### src/rtl/dst_pkg.sv
`timescale 1ns/1ps
package dst_pkg;
   typedef enum logic {
      ST_IDLE = 1'b0,
      ST_RUN  = 1'b1
   } dst_state_t;
endpackage

### src/rtl/dst_cmp_sync.sv
`timescale 1ns/1ps
module dst_cmp_sync #(
   parameter int STAGES = 2
) (
   input  logic clk,
   input  logic rst_n,
   input  logic async_i,
   output logic level_o,
   output logic rise_o
);
   if (STAGES < 2) begin : g_bad_stages
      $error("dst_cmp_sync: STAGES must be at least 2");
   end

   logic [STAGES-1:0] chain_q;
   logic              prev_q;

   for (genvar i = 0; i < STAGES; i++) begin : g_stage
      if (i == 0) begin : g_first
         always_ff @(posedge clk or negedge rst_n) begin
            if (!rst_n) chain_q[0] <= 1'b0;
            else        chain_q[0] <= async_i;
         end
      end else begin : g_next
         always_ff @(posedge clk or negedge rst_n) begin
            if (!rst_n) chain_q[i] <= 1'b0;
            else        chain_q[i] <= chain_q[i-1];
         end
      end
   end

   always_ff @(posedge clk or negedge rst_n) begin
      if (!rst_n) prev_q <= 1'b0;
      else        prev_q <= chain_q[STAGES-1];
   end

   assign level_o = chain_q[STAGES-1];
   assign rise_o  = chain_q[STAGES-1] & ~prev_q;

   // a rise is a single-cycle event
   assert_rise_single_R3: assert property (@(posedge clk) disable iff (!rst_n)
      rise_o |=> !rise_o);
endmodule

### src/rtl/dst_code_ctr.sv
`timescale 1ns/1ps
module dst_code_ctr #(
   parameter int CODE_W = 8
) (
   input  logic              clk,
   input  logic              rst_n,
   input  logic              load_en,
   input  logic [CODE_W-1:0] load_val,
   input  logic              step,
   output logic [CODE_W-1:0] code_o,
   output logic [CODE_W-1:0] first_o
);
   logic [CODE_W-1:0] code_q, first_q;

   always_ff @(posedge clk or negedge rst_n) begin
      if (!rst_n) begin
         code_q  <= '0;
         first_q <= '0;
      end else if (load_en) begin
         code_q  <= load_val;
         first_q <= load_val;
      end else if (step) begin
         code_q  <= code_q + 1'b1;
      end
   end

   assign code_o  = code_q;
   assign first_o = first_q;

   // one step moves the code by exactly one
   assert_code_step_R3: assert property (@(posedge clk) disable iff (!rst_n)
      (step && !load_en) |=> code_o == CODE_W'($past(code_o) + 1'b1));
   // a load lands the requested first code
   assert_code_load_R1: assert property (@(posedge clk) disable iff (!rst_n)
      load_en |=> (code_o == $past(load_val)) && (first_o == $past(load_val)));
endmodule

### src/rtl/dst_stamp_mem.sv
`timescale 1ns/1ps
module dst_stamp_mem #(
   parameter int CODE_W = 8,
   parameter int IDX_W  = 14
) (
   input  logic              clk,
   input  logic              rst_n,
   input  logic              clr,
   input  logic              we,
   input  logic [CODE_W-1:0] wr_addr,
   input  logic [IDX_W-1:0]  wr_data,
   input  logic [CODE_W-1:0] rd_addr,
   output logic [IDX_W-1:0]  rd_data,
   output logic              rd_vld,
   output logic              all_vld
);
   localparam int DEPTH = 1 << CODE_W;

   logic [IDX_W-1:0] slot_q [DEPTH];
   logic [DEPTH-1:0] vld_q;

   always_ff @(posedge clk) begin
      if (we) slot_q[wr_addr] <= wr_data;
   end

   always_ff @(posedge clk or negedge rst_n) begin
      if (!rst_n)   vld_q <= '0;
      else if (clr) vld_q <= '0;
      else if (we)  vld_q[wr_addr] <= 1'b1;
   end

   assign rd_data = slot_q[rd_addr];
   assign rd_vld  = vld_q[rd_addr];
   assign all_vld = &vld_q;

   // a written slot is flagged valid
   assert_slot_valid_R3: assert property (@(posedge clk) disable iff (!rst_n)
      (we && !clr) |=> vld_q[$past(wr_addr)]);
   // a clear leaves no valid slot
   assert_clear_R1: assert property (@(posedge clk) disable iff (!rst_n)
      clr |=> (vld_q == '0));
endmodule

### src/rtl/dac_step_timer.sv
`timescale 1ns/1ps
module dac_step_timer #(
   parameter int CODE_W      = 8,
   parameter int IDX_W       = 14,
   parameter int SYNC_STAGES = 2
) (
   input  logic              clk,
   input  logic              rst_n,
   input  logic              load_i,
   input  logic [CODE_W-1:0] first_code_i,
   input  logic              start_i,
   input  logic              cmp_i,
   input  logic              ramp_end_i,
   input  logic [IDX_W-1:0]  limit_i,
   output logic [CODE_W-1:0] dac_code_o,
   input  logic [CODE_W-1:0] rd_addr_i,
   output logic [IDX_W-1:0]  rd_idx_o,
   output logic              rd_vld_o,
   output logic              busy_o,
   output logic              done_o,
   output logic              complete_o
);
   import dst_pkg::*;

   if (CODE_W < 1 || CODE_W > 12) begin : g_bad_code_w
      $error("dac_step_timer: CODE_W out of range 1..12");
   end
   if (IDX_W < 2 || IDX_W > 32) begin : g_bad_idx_w
      $error("dac_step_timer: IDX_W out of range 2..32");
   end

   dst_state_t        state_q;
   logic [IDX_W-1:0]  idx_q;
   logic              done_q, complete_q;
   logic              cmp_level, cmp_rise;
   logic [CODE_W-1:0] code, first_code;
   logic              all_vld;
   logic              idle, load_ok, start_ok, end_now, record;

   assign idle     = (state_q == ST_IDLE);
   assign load_ok  = idle & load_i;
   assign start_ok = idle & start_i;
   assign end_now  = !idle & (ramp_end_i | (idx_q == limit_i));
   assign record   = !idle & cmp_rise & ~end_now;

   dst_cmp_sync #(.STAGES(SYNC_STAGES)) u_sync (
      .clk     (clk),
      .rst_n   (rst_n),
      .async_i (cmp_i),
      .level_o (cmp_level),
      .rise_o  (cmp_rise)
   );

   dst_code_ctr #(.CODE_W(CODE_W)) u_code (
      .clk      (clk),
      .rst_n    (rst_n),
      .load_en  (load_ok),
      .load_val (first_code_i),
      .step     (record),
      .code_o   (code),
      .first_o  (first_code)
   );

   dst_stamp_mem #(.CODE_W(CODE_W), .IDX_W(IDX_W)) u_mem (
      .clk     (clk),
      .rst_n   (rst_n),
      .clr     (load_ok),
      .we      (record),
      .wr_addr (code),
      .wr_data (idx_q),
      .rd_addr (rd_addr_i),
      .rd_data (rd_idx_o),
      .rd_vld  (rd_vld_o),
      .all_vld (all_vld)
   );

   always_ff @(posedge clk or negedge rst_n) begin
      if (!rst_n) begin
         state_q    <= ST_IDLE;
         idx_q      <= '0;
         done_q     <= 1'b0;
         complete_q <= 1'b0;
      end else if (start_ok) begin
         state_q    <= ST_RUN;
         idx_q      <= '0;
         done_q     <= 1'b0;
         complete_q <= 1'b0;
      end else if (end_now) begin
         state_q    <= ST_IDLE;
         done_q     <= 1'b1;
         complete_q <= (code == first_code) & cmp_level & all_vld;
      end else if (!idle) begin
         idx_q      <= idx_q + 1'b1;
      end
   end

   assign dac_code_o = code;
   assign busy_o     = !idle;
   assign done_o     = done_q;
   assign complete_o = complete_q;

   // an accepted start restarts the index and raises busy
   assert_start_R2: assert property (@(posedge clk) disable iff (!rst_n)
      start_ok |=> (idx_q == '0) && busy_o && !done_o);
   // index steps by one during a running pass
   assert_idx_step_R3: assert property (@(posedge clk) disable iff (!rst_n)
      (!idle && !end_now) |=> idx_q == IDX_W'($past(idx_q) + 1'b1));
   // an end condition stops the pass
   assert_end_R5: assert property (@(posedge clk) disable iff (!rst_n)
      end_now |=> !busy_o && done_o);
   // load has no effect on the code while running
   assert_load_ignored_R8: assert property (@(posedge clk) disable iff (!rst_n)
      (!idle && !record) |=> $stable(dac_code_o));
endmodule

### config.mk
export PLATFORM = sky130hd
export DESIGN_NAME = dac_step_timer
export DESIGN_NICKNAME = d
export VERILOG_FILES = /design/src/rtl/dst_pkg.sv /design/src/rtl/dst_cmp_sync.sv /design/src/rtl/dst_code_ctr.sv /design/src/rtl/dst_stamp_mem.sv /design/src/rtl/dac_step_timer.sv
export SDC_FILE = /design/constraint.sdc
export NUM_CORES = 2
export LEC_CHECK = 0
export BUFFER_PORTS_ARGS = -buffer_cell sky130_fd_sc_hd__buf_2
export CORE_ASPECT_RATIO = 1.2
export CORE_UTILIZATION = 23
export DETAILED_ROUTE_END_ITERATION = 12
export PLACE_DENSITY = 0.35
export REMOVE_ABC_BUFFERS = 1
export SYNTH_ARGS = -nofsm -noshare
export SYNTH_HDL_FRONTEND = slang
export SYNTH_HIERARCHICAL = 1
export SYNTH_SLANG_ARGS = --single-unit
### constraint.sdc
create_clock -name clk -period 8.3 [get_ports clk]
set_input_delay 0.415 -clock clk [delete_from_list [all_inputs] [get_ports clk]]
set_output_delay 0.415 -clock clk [all_outputs]
set_load 0.05 [all_outputs]
; Yosys cells after proc, flatten, opt, wreduce, memory -nomap -nowiden
; Memories as Yosys holds them, arrays and structs flattened.
; Index checks and enable logic that the tools add are counted.
[classes]
shift = 0
n_mux = 19
addsub = 2
bitwise_logic = 13
mul = 0
div = 0
n_eq_ne = 3
order_cmp = 3
n_reduce_logical = 6
[ops]
columns = operator, count
row1 = $mux 256, 2
row2 = $or 256x256->256, 1
row3 = $reduce_and 256->1, 1
row4 = $mux 14, 3
row5 = $lt 8x9->1 const B, 2
row6 = $mux 8, 2
row7 = $add 14x1->14 const B, 1
row8 = $eq 14x14->1, 1
row9 = $mux 1, 10
row10 = $add 8x1->8 const B, 1
row11 = $and 1x1->1, 8
row12 = $bmux 1 s8, 1
row13 = $demux 1 s8, 1
row14 = $eq 8x8->1, 1
row15 = $ge 8x1->1 const B, 1
row16 = $reduce_bool 2->1, 3
row17 = $not 1->1, 3
row18 = $ne 2x2->1 const B, 1
row19 = $reduce_and 2->1, 1
row20 = $logic_and 1x1->1, 1
row21 = $or 1x1->1, 1
[totals]
ff_bits = 292
latchBits = 0
wordCells = 57
memories = 1
out_inout_bits = 26
mem_bits_rw = 3584
rom_bits = 0
[memory_table]
columns = name, depth, width, read_ports, rd_clocked_by_memory_dff, wr, line
row1 = u_mem.slot_q, 256, 14, 1, 0, 1, dst_stamp_mem.sv:19  ; logic [IDX_W-1:0] slot_q [DEPTH];

; Depth between registers and ports, before layout
[logic_depth]
depth_word = 7
ltp_mapped = 13

; Modules after synthesis
; Netlist, hierarchy kept.
[by_module_without_submodules]
columns = module, n_inst, seq_area_each_um2, cells_per_inst, area_per_inst_um2
row1 = dst_stamp_mem, 1, 114029.4, 7294, 148776.4
row2 = dac_step_timer, 1, 425.4, 121, 1137.3
row3 = dst_code_ctr, 1, 400.4, 74, 730.7
row4 = dst_cmp_sync, 1, 75.1, 4, 88.8

; Worst setup path before layout
; No wires, ideal clock.
[synth_path]
kind = reg-to-reg
start = register idx_q[3]
end = memory u_mem.slot_q[103][0], enable pin
stages_incl_launch_ff = 12
t_arrival_ns = 5.937
n_path_buf = 4
period_less_slack_ns = 6.322
path_slack_ns = 1.978
required_time_ns = 7.914
cell_sequence = dfrtp_1 xnor2_1 nand4_1 nor4_2 buf_6 nor2_1 and2_1 clkbuf_1 clkbuf_1 nand4_1 clkbuf_1 nor2_1
[synth_via]
elab_chain_cells = 7
[synth_lines]
columns = element, line
row1 = from (decl), dac_step_timer.sv:33  ; logic [IDX_W-1:0] idx_q;
row2 = from (signal assigned), dac_step_timer.sv:93  ; idx_q <= idx_q + 1'b1;
row3 = $eq 14x14->1, dac_step_timer.sv:43  ; assign end_now = !idle & (ramp_end_i | (idx_q == limit_i));
row4 = $or 1x1->1, dac_step_timer.sv:43
row5 = $and 1x1->1, dac_step_timer.sv:43
row6 = $not 1->1, dac_step_timer.sv:44  ; assign record = !idle & cmp_rise & ~end_now;
row7 = $and 1x1->1, dac_step_timer.sv:44
row8 = via record, dac_step_timer.sv:38  ; logic idle, load_ok, start_ok, end_now, record;
row9 = $mux 1, dst_stamp_mem.sv:23  ; if (we) slot_q[wr_addr] <= wr_data;
row10 = $mux 1 (not written as such), dst_stamp_mem.sv:23
row11 = to (decl), dst_stamp_mem.sv:19
; The timed path passes the listed nets, and every way through them passes these cells.

; Final worst setup path
[layout_path]
start = register idx_q[12]
end = memory u_mem.slot_q[33][4], enable pin
; The elaborated chain is that of the path after synthesis.

==> impl_results.md <==
- First-pass GRT wire length: slightly above 700000 um
- Global route total overflow: 0
- Detail Route Antenna Nets: 0
- Slowest CP cell: nor2_2
- Final worst setup slack: 2110 ps
- Fin crit period: a little over 6000 ps
- FFs w/ async S/R, synth: 7.53%
- Gr usage total: 15.7%
- Leak Pwr: just under 60 nW
- Pin count of the biggest net entering global routing: roughly 150
- Final WL: roughly 530000 um
- Pwr Density: between 200 and 250 nW/um^2
- CP Cell Sequence: xnor2_1, nand2_1, dlygate4sd3_1, nor4_2, dlygate4sd3_1, buf_4, nor2_1, and2_1, buf_4, nand3_2, buf_4, nor2_2
- Pre-CTS setup slack: approximately 2200 ps
- DIE WIDTH: roughly 740 um
- Core box area: roughly 650000 sq um
- Die height: between 800 and 900 um
- Pins Over Slew Limit: 0
- First-pass DRT Iterations: 6
- Residual DRC count: 0
- Unrepaired setup endpoints after global routing: no
- Final Setup Violations: 0
- CTS Hold Bufs: 21
- CTS sink cnt: roughly 3900
- Layout net count: roughly 8000
- Worst Tran Pin Value: approximately 1400 ps
- Latest clock arrival within the worst-skew pair: approximately 1000 ps
- Cell area after synthesis: between 150000 and 200000 sq um
- Util after Layout: 27.2%
- Number of global-route vias before repair: approximately 81000
- Synth warnings: 6
- Setup crit start: idx_q[12]
- I/O pins: just over 60
- Skew final: around 42 ps
- Worst vdd ir: 160 uV
- Port bufs: slightly above 60
- Hold path start: first_code_i[5]
- Final Hold Fails: 0
- TritonCTS clock tree: built
- Max_cap viols: 0
- Worst Path Buf+Inv: 5
- Crit end category: flip-flop
- Highest clock rate: between 150 and 200 MHz
- GP Congestion: around 0.77
- R2R Path Start: idx_q[12]
- Number of vias per cell: 4.53
- Most frequent cells in the layout: 3584 x edfxtp_1, 800 x mux4_2, 620 x nor2_1
- Starting density of the core: 23.1%
- Hold WC Path Type: in2reg
- CTS resizes: 0
- Detailed Route Iter0 Violations: 6863
- Most common cell after layout, fill and taps aside: edfxtp_1
- Sequential fraction of the synthesis area: between 70% and 80%
- Most used DFF post-synth: edfxtp_1
- Clock Path Buffers: 4
- Routed len/inst: between 30 and 40 um
- Max-slew headroom: under 10%
- Cell count after synthesis: 7493
- Vias post-DR: just under 80000
- Die footprint: approximately 660000 sq um
- Clk Tree Root Cell: clkbuf_16
- Tcrit/Tclk final: between 70 and 80%
- Post-synth EDFFs: 3584
- Layout cell share with drive strength beyond 1: 26.0%
- CP Max Fanout: between 60 and 70
- Post-placement cell area: around 160000 sq um
- Clock buffer count from CTS: 423
- Synthesis-to-layout area growth: 17.9%
- Clk slew on worst S/H paths: approximately 60 ps
- Flip-flop and latch count after synthesis: between 3000 and 4000
- Total power: between 0.04 and 0.05 W
- Avg Cell Area, Syn: between 20 and 25 sq um
- Yosys cell types: 74
- H-tree lvl count: 5
- CP required: a little under 9000 ps
- CP arrival: ~7000 ps
- Post-DP HPWL: 332000 um
- Crit path max-delay family: simple AND/OR/NAND/NOR gates
- Startpoint Class: flip-flop
- Slowest stage delay, CP: just under 1000 ps
- Number of core rows: around 330
- Hold slack: approximately 190 ps
- Initial antenna violation count: 36
- Crit path kind: reg2reg
- Status: finished, final reports clean
- Most used cell, CP: buf_4
- Design Area, Final: ~180000 sq um
- Setup bufs post-CTS: 0
[flip-flops by register name (all words and copies together) (netlist names)]
signal / flops
u_mem/vld_q: 256
u_sync/level_o: 1
idx_q: 14
complete_o: 1
u_sync/prev_q: 1
u_mem/slot_q: 3584
busy_o: 1
done_o: 1
u_code/code_o: 8
u_code/first_o: 8
u_sync/chain_q: 1
[worst register-to-register path: stages (launching register included)]
cell and delay [ps]:
dfrtp_4 890, xnor2_1 160, nand2_1 80, dlygate4sd3_1 560
nor4_2 40, dlygate4sd3_1 550, buf_4 210, nor2_1 320
and2_1 180, buf_4 390, nand3_2 770, buf_4 600
nor2_2 1020
[metal layers]
metal / track usage [%] / routed length, um
met4: 3.84 / 13800
met5: 0 / 7
met3: 1.71 / 19000
met2: 28.3 / 274000
met1: 20.0 / 223000
[worst paths after layout]
kind | depth (start not counted) | to | slack, ps
max | 12 | u_mem/slot_q[33][4] | 2110
min in group asynchronous | 3 | u_mem/vld_q[237] | 410
min | 4 | u_code/first_o[5] | 190
max reg2reg | 12 | u_mem/slot_q[33][4] | 2110
max in group asynchronous | 4 | u_mem/vld_q[107] | 6730
min reg2reg | 0 | u_sync/level_o | 360
[logic make-up after synthesis]
family	Yosys count	synth area share, %
and+or+nand+nor	1184	3.50
DFF	3876	76.2
AOI/OAI and AO/OA	808	3.79
xor gates and xnor gates	26	0.151
muxes	1143	14.5
adders and majority gates	2	0.0166
buffers and inverters	454	1.83
[metrics by stage]
stage / setup TNS [ps] / instances
2_1_floorplan: -401790 / 7051
3_3_place_gp: 0 / 16200
3_5_place_dp: 0 / 16200
4_1_cts: 0 / 17000
5_1_grt: 0 / 17000
6_report: 0 / 17100
[synthesized netlist by cell type (42+ instances only)]
master / n / area share [%]
buf_6: 42 / 0.31
mux4_2: 800 / 12
buf_4: 42 / 0.21
nand2_1: 84 / 0.21
nand4_1: 90 / 0.37
buf_2: 74 / 0.25
o22ai_1: 86 / 0.36
a22oi_1: 229 / 1.1
edfxtp_1: 3584 / 71
nor3_1: 61 / 0.20
o221ai_1: 86 / 0.50
mux2i_1: 313 / 2.1
dfrtp_1: 292 / 4.8
nand3_1: 53 / 0.18
clkbuf_1: 219 / 0.55
nor2_1: 745 / 1.9
a21oi_1: 171 / 0.57
nor4_1: 53 / 0.22
[report_power, final]
group	switching (W)	internal, W
clock network	0.00805	0.0108
logic	0.00192	0.000683
registers	0.000115	0.0215
[cell type report]
class                      count  area [sq um]
sequential                  3876        115000
clock inverter               251          2370
timing repair buffer         532          4330
multi-input combinational   3163         33700
inverter                      12          45.0
fill                       65100        475000
antenna                       31          77.6
tap                         8665         10800
clock buffer                 534         11300
(Power assumes the default switching activity.)
